## src/rtl/lt_pkg.sv

```systemverilog
// Shared constants for the local timebase: widths, register word
// addresses, control bit positions and the 1:1 prescaler value.
package lt_pkg;
    localparam int unsigned DW       = 32;
    localparam int unsigned CW       = 64;
    localparam int unsigned AW       = 2;
    localparam int unsigned SRC_BIT  = 8;
    localparam int unsigned STEP_BIT = 9;
    localparam logic [DW-1:0] UNITY  = 32'h8000_0000;

    localparam logic [AW-1:0] A_CTRL   = 2'd0;
    localparam logic [AW-1:0] A_PRESC  = 2'd1;
    localparam logic [AW-1:0] A_CNT_LO = 2'd2;
    localparam logic [AW-1:0] A_CNT_HI = 2'd3;
endpackage

```

## src/rtl/lt_regs.sv

```systemverilog
// Register file of the timebase. Holds the source and step bits and the
// prescaler, and captures the high count word when the low word is read.
// Assumes single-cycle write and read strobes; the read path is combinational.
module lt_regs
    import lt_pkg::*;
(
    input  logic          clk,
    input  logic          rst_n,
    input  logic          wr_en,
    input  logic          rd_en,
    input  logic [AW-1:0] addr,
    input  logic [DW-1:0] wdata,
    input  logic [CW-1:0] count,
    output logic [DW-1:0] rdata,
    output logic          src_alt,
    output logic          step_two,
    output logic [DW-1:0] presc,
    output logic [DW-1:0] hi_hold
);
    localparam int unsigned HW = CW - DW;

    // Control and prescaler registers, written from the port.
    always_ff @(posedge clk) begin
        if (!rst_n) begin
            src_alt  <= 1'b0;
            step_two <= 1'b0;
            presc    <= UNITY;
        end else if (wr_en) begin
            if (addr == A_CTRL) begin
                src_alt  <= wdata[SRC_BIT];
                step_two <= wdata[STEP_BIT];
            end
            if (addr == A_PRESC) begin
                presc <= wdata;
            end
        end
    end

    // Capture the high count word whenever the low word is read.
    always_ff @(posedge clk) begin
        if (!rst_n) begin
            hi_hold <= '0;
        end else if (rd_en && addr == A_CNT_LO) begin
            hi_hold <= count[CW-1:CW-HW];
        end
    end

    // Combinational read multiplexer.
    always_comb begin
        rdata = '0;
        unique case (addr)
            A_CTRL: begin
                rdata[SRC_BIT]  = src_alt;
                rdata[STEP_BIT] = step_two;
            end
            A_PRESC:  rdata = presc;
            A_CNT_LO: rdata = count[DW-1:0];
            A_CNT_HI: rdata = hi_hold;
        endcase
    end
endmodule

```

## src/rtl/lt_prescale.sv

```systemverilog
// Source selection and fractional accumulation. Each selected enable adds
// the clamped prescaler to a fraction held below 2^31. A sum at or above
// 2^31 raises 'fire' in the same cycle and keeps the remainder.
// Assumes enables are single-cycle pulses in the clk domain.
module lt_prescale
    import lt_pkg::*;
(
    input  logic          clk,
    input  logic          rst_n,
    input  logic          xtal_en,
    input  logic          alt_en,
    input  logic          src_alt,
    input  logic [DW-1:0] presc,
    output logic          fire
);
    logic          src_en;
    logic [DW-1:0] p_eff;
    logic [DW:0]   sum;
    logic [DW-1:0] acc_q;
    logic [DW-1:0] acc_d;

    // Pick the enable, clamp the ratio and form the next fraction.
    always_comb begin
        src_en = src_alt ? alt_en : xtal_en;
        p_eff  = (presc > UNITY) ? UNITY : presc;
        sum    = {1'b0, acc_q} + {1'b0, p_eff};
        fire   = src_en && (sum >= {1'b0, UNITY});
        if (!src_en)
            acc_d = acc_q;
        else if (fire)
            acc_d = sum[DW-1:0] - UNITY;
        else
            acc_d = sum[DW-1:0];
    end

    // Fraction accumulator register.
    always_ff @(posedge clk) begin
        if (!rst_n) acc_q <= '0;
        else        acc_q <= acc_d;
    end
endmodule

```

## src/rtl/lt_counter.sv

```systemverilog
// The 64-bit count and its tick strobe. Adds one or two on each fire,
// with the tick strobe registered alongside the count.
module lt_counter
    import lt_pkg::*;
(
    input  logic          clk,
    input  logic          rst_n,
    input  logic          fire,
    input  logic          step_two,
    output logic [CW-1:0] count,
    output logic          tick
);
    localparam logic [CW-1:0] ONE = CW'(1);
    localparam logic [CW-1:0] TWO = CW'(2);

    // Advance the count and pulse the strobe on each fire.
    always_ff @(posedge clk) begin
        if (!rst_n) begin
            count <= '0;
            tick  <= 1'b0;
        end else begin
            tick <= fire;
            if (fire) count <= count + (step_two ? TWO : ONE);
        end
    end
endmodule

```

## src/rtl/local_timebase.sv

```systemverilog
// Top of the local timebase: register file, prescaler and counter.
// Assumes one clock domain, with both source enables already synchronised.
module local_timebase
    import lt_pkg::*;
(
    input  logic          clk,
    input  logic          rst_n,
    input  logic          xtal_en,
    input  logic          alt_en,
    input  logic          wr_en,
    input  logic          rd_en,
    input  logic [1:0]    addr,
    input  logic [31:0]   wdata,
    output logic [31:0]   rdata,
    output logic [63:0]   count,
    output logic          tick
);
    logic          src_alt;
    logic          step_two;
    logic [DW-1:0] presc;
    logic [DW-1:0] hi_hold;
    logic          fire;

    lt_regs u_regs (
        .clk(clk), .rst_n(rst_n), .wr_en(wr_en), .rd_en(rd_en),
        .addr(addr), .wdata(wdata), .count(count), .rdata(rdata),
        .src_alt(src_alt), .step_two(step_two), .presc(presc),
        .hi_hold(hi_hold)
    );

    lt_prescale u_pre (
        .clk(clk), .rst_n(rst_n), .xtal_en(xtal_en), .alt_en(alt_en),
        .src_alt(src_alt), .presc(presc), .fire(fire)
    );

    lt_counter u_cnt (
        .clk(clk), .rst_n(rst_n), .fire(fire), .step_two(step_two),
        .count(count), .tick(tick)
    );
endmodule

```

## config.mk

```make
export PLATFORM = sky130hd
export DESIGN_NAME = local_timebase
export DESIGN_NICKNAME = d
export VERILOG_FILES = /design/src/rtl/lt_pkg.sv /design/src/rtl/lt_regs.sv /design/src/rtl/lt_prescale.sv /design/src/rtl/lt_counter.sv /design/src/rtl/local_timebase.sv
export SDC_FILE = /design/constraint.sdc
export NUM_CORES = 1
export LEC_CHECK = 0
export BUFFER_PORTS_ARGS = -buffer_cell sky130_fd_sc_hd__buf_2
export CAP_MARGIN = 20
export CORE_MARGIN = 5
export CORE_UTILIZATION = 25
export CTS_CLUSTER_DIAMETER = 30
export DETAILED_ROUTE_END_ITERATION = 16
export PLACE_DENSITY = 0.46
export SLEW_MARGIN = 10
export SYNTH_ARGS = -nofsm -noshare
export SYNTH_HDL_FRONTEND = slang
export SYNTH_SLANG_ARGS = --single-unit
```

## constraint.sdc

```tcl
create_clock -name clk -period 4.4 [get_ports clk]
set_clock_uncertainty 0.15 [all_clocks]
set_input_delay 0.44 -clock clk [delete_from_list [all_inputs] [get_ports clk]]
set_output_delay 0.44 -clock clk [all_outputs]
set_load 0.02 [all_outputs]
```

==> reports/results.ini <==
[grt]
grt_usage_pct=16.4
grt_pass1_vias=9174
grt_max_degree=126
antenna_found_initial=0
grt_pass1_wl_um=53900
overflow=0

[synth]
synth_top_area_share_pct=34.3
synth_xor_area_share_pct=2.12
synth_top_family_by_area=simple AND/OR/NAND/NOR gates
synth_flop_cell=dfxtp_1
muxShareOfSynthArea_pct=3.77
synth_edf_count=0
synth_seq_area_share_pct=34.3
synth_seq_cells=163
synthesis.area_mm2=0.00950
yosysTopAreaCell=dfxtp_1
synth_cell_types=65
synth_compound_area_share_pct=24.6
yosysWarnings=0
netlist_top_cells_area=dfxtp_1 (34%), a21oi_1 (9.3%), nand2_1 (8.3%)
syn_area_per_cell_um2=7.92
async_reset_ff_share_pct=0
synthAdderAreaFrac_pct=4.90
synthesis.instances=1200
synth_fp_nets=1276
synth_simple_gate_area_share_pct=25.4

[cells_and_area]
layout-drive-gt1-share_pct=23.8
utilization_pct=31.9
area_growth_pct=26.3
antenna_cells=0
layout.nets=1435
fin_area_mm2=0.0120

[route]
post-route-drc-count=0
detail_route.wl_per_cell_um=18.9
antenna_left=0
vias=9618
firstDrtPassIters=5
vias_per_cell=5.11
finalWirelength_um=35600
drtIter0Drc=541

[timing]
max_slew_margin_pct=36.9
fin_crit_ps=4300
worstMarginPinSlew_ps=947
hold_viol_final=0
hold_ws_ps=76.0
drv_slew=0
post-route-period-util_pct=97.8
finalSetupViolCount=0
worst_slack_ps=95.8
clock.fmax_ghz=0.232
rsz0062_at_grt=yes

[pwr]
power_density_mw_per_mm2=293
peakVddDrop_mv=0.252
power.total_uw=3520
p_leak_uw=0.00472

[placed_design]
dpl_worst_slack_ps=-128
hpwl_um=26000
port_buffers=136
gp_congestion=0.876
place_area_mm2=0.0112

[worst_hold_path]
hp-start=wdata[31]
hold_class=input pin to flip-flop
whs_path_depth=3
worstHoldEndpoint=u_regs.presc[31]$_SDFFE_PN1P_

[clocking]
cts_buffers=17
h-tree-depth=4
cts_max_path_buffers=2
clkSlewWorstSetupHoldPaths_ps=80
cts_tree=built
clock_sinks=163
cts.hold.buffers_added=0
clk_latency_ps=460
ctsRootBufferMaster=clkbuf_16

[setup_path]
cp-start-kind=flip-flop
r2r_slack_ps=100
crit_path_end_kind=flip-flop
cpMostUsedCell=buf_12
r2r_cells=17
worstSetupStartpoint=u_regs.presc[29]$_SDFFE_PN0P_
cp_slowest_cell=or4_1
r2r_end=u_cnt.count[60]$_SDFFE_PN0P_
worst-setup-path-type=flip-flop to flip-flop
crit_chain=nor4_4 -> nand4_1 -> o21ai_2 -> buf_6 -> and2_1 -> ha_1 -> a21o_1 -> a221o_1 -> a22oi_2 -> a31oi_4 -> a21oi_1 -> buf_4 -> o41ai_4 -> buf_12 -> buf_12 -> or4_1 -> a21oi_2
cp.required_ps=4640
cp.depth=17
path_max_fanout=22
arrival_ps=4550
max_stage_delay_ps=500
path_buf_inv=4
r2r-start=u_regs.presc[29]$_SDFFE_PN0P_
crit_family=compound AO/OA/AOI/OAI gates

[die]
pin_count=137
start_util_pct=25.3
chipHeight_um=205
rows=71
core-area_mm2=0.0376
dieArea_mm2=0.0420
die_x_um=205

[run_status]
status=completed

[job]
cap_viol_max_count=0

-- layout by cell type (no fill, tap or decap), types with 6 or more instances in the layout --
cell,netlist,layout
nor3_1,13,12
dfxtp_1,163,162
xnor2_1,17,17
or3_1,17,17
inv_1,21,21
buf_12,0,6
o31ai_1,49,49
nor2_1,33,33
mux2_2,26,26
buf_2,5,137
and3_1,11,11
and2_1,33,33
nand4_1,31,31
a22o_1,30,30
a211oi_1,8,8
clkbuf_16,0,17
o31a_1,6,6
a21o_1,20,20
a21oi_2,0,8
o21ai_0,34,33
nand2_1,210,210
and4_1,9,9
o21a_1,8,8
or4_1,50,47
xor2_1,6,6
a21oi_1,177,169
ha_1,34,33
buf_4,4,84
nor4_1,14,10
nand3_1,32,32
-- worst min-delay path, cell delays in order --
cell and delay, ps:
buf_2 80, nand2_1 40, nand3_1 80
-- worst max path at each step --
stage / end
final: u_cnt.count[60]$_SDFFE_PN0P_
after global routing: u_cnt.count[4]$_SDFFE_PN0P_
after CTS: u_cnt.count[20]$_SDFFE_PN0P_
after detailed placement: u_cnt.count[20]$_SDFFE_PN0P_
after global placement: u_cnt.count[17]$_SDFFE_PN0P_
after floorplan: u_cnt.count[62]$_SDFFE_PN0P_
-- stage by stage --
stage | cells | TNS, ps
5_1_grt | 1883 | -4310
4_1_cts | 1878 | 0
3_5_place_dp | 1846 | -4760
3_3_place_gp | 1846 | -4070
6_report | 1883 | 0
2_1_floorplan | 1200 | 0
-- timing repair --
| item | in CTS | in global routing |
|---|---|---|
| setup buffers | 0 | 4 |
| endpoints found under the setup margin | 63 | 67 |
| gates resized for setup | 5 | 31 |
| gates cloned | 0 | 1 |
| pin swaps | 0 | 18 |
-- cell type report --
class | count | area, µm²
Sequential cell | 163 | 3260
Clock inverter | 15 | 173
Clock buffer | 17 | 425
Fill cell | 4055 | 25600
Multi-Input combinational cell | 926 | 5950
Inverter | 22 | 85.1
Timing Repair Buffer | 229 | 1460
Tap cell | 511 | 639
-- registers in the layout, indices dropped and copies added, names as in the netlist --
register / cells
u_cnt.count: 64
u_regs.step_two: 1
u_regs.src_alt: 1
u_cnt.tick: 1
u_regs.presc: 32
u_regs.hi_hold: 32
u_pre.acc_q: 32
-- logic make-up after synthesis --
logic type,count (synthesis)
and+or+nand+nor,473
AOI/OAI and AO/OA,364
DFF,163
buffers and inverters,111
adders and majority gates,36
muxes,30
xor gates and xnor gates,23
-- synthesized netlist by cell type, drive strengths merged (6+ instances only) --
cell type and n:
o21ai 34, a31oi 6, o31a 6, o31ai 49, nor4 14, ha 34, mux2 26, and2 33
and4 9, nand4 31, clkbuf 71, o21a 8, a21o 20, inv 22, nor3 14, dfxtp 163
buf 18, nor2 33, or4 50, nand3 33, a211oi 8, xor2 6, xnor2 17, a22o 30
a21oi 177, and3 11, nand2 210, or3 17
-- where the power goes --
part,leakage (µW),total (µW),internal (µW),switching (µW)
combinational,0.00311,413,151,262
sequential,0.00132,1520,1500,21.3
clock,0.000295,1590,857,728
-- metal layers --
layer	track usage (%)	up-vias	part of all wire [%]
met2	26.9	215	47
li1	-	4742	-
met3	3.21	32	4.6
met1	22.1	4629	46
met5	0	-	0
met4	4.67	0	1.9
No activity file was read; power rests on OpenSTA's default activity.
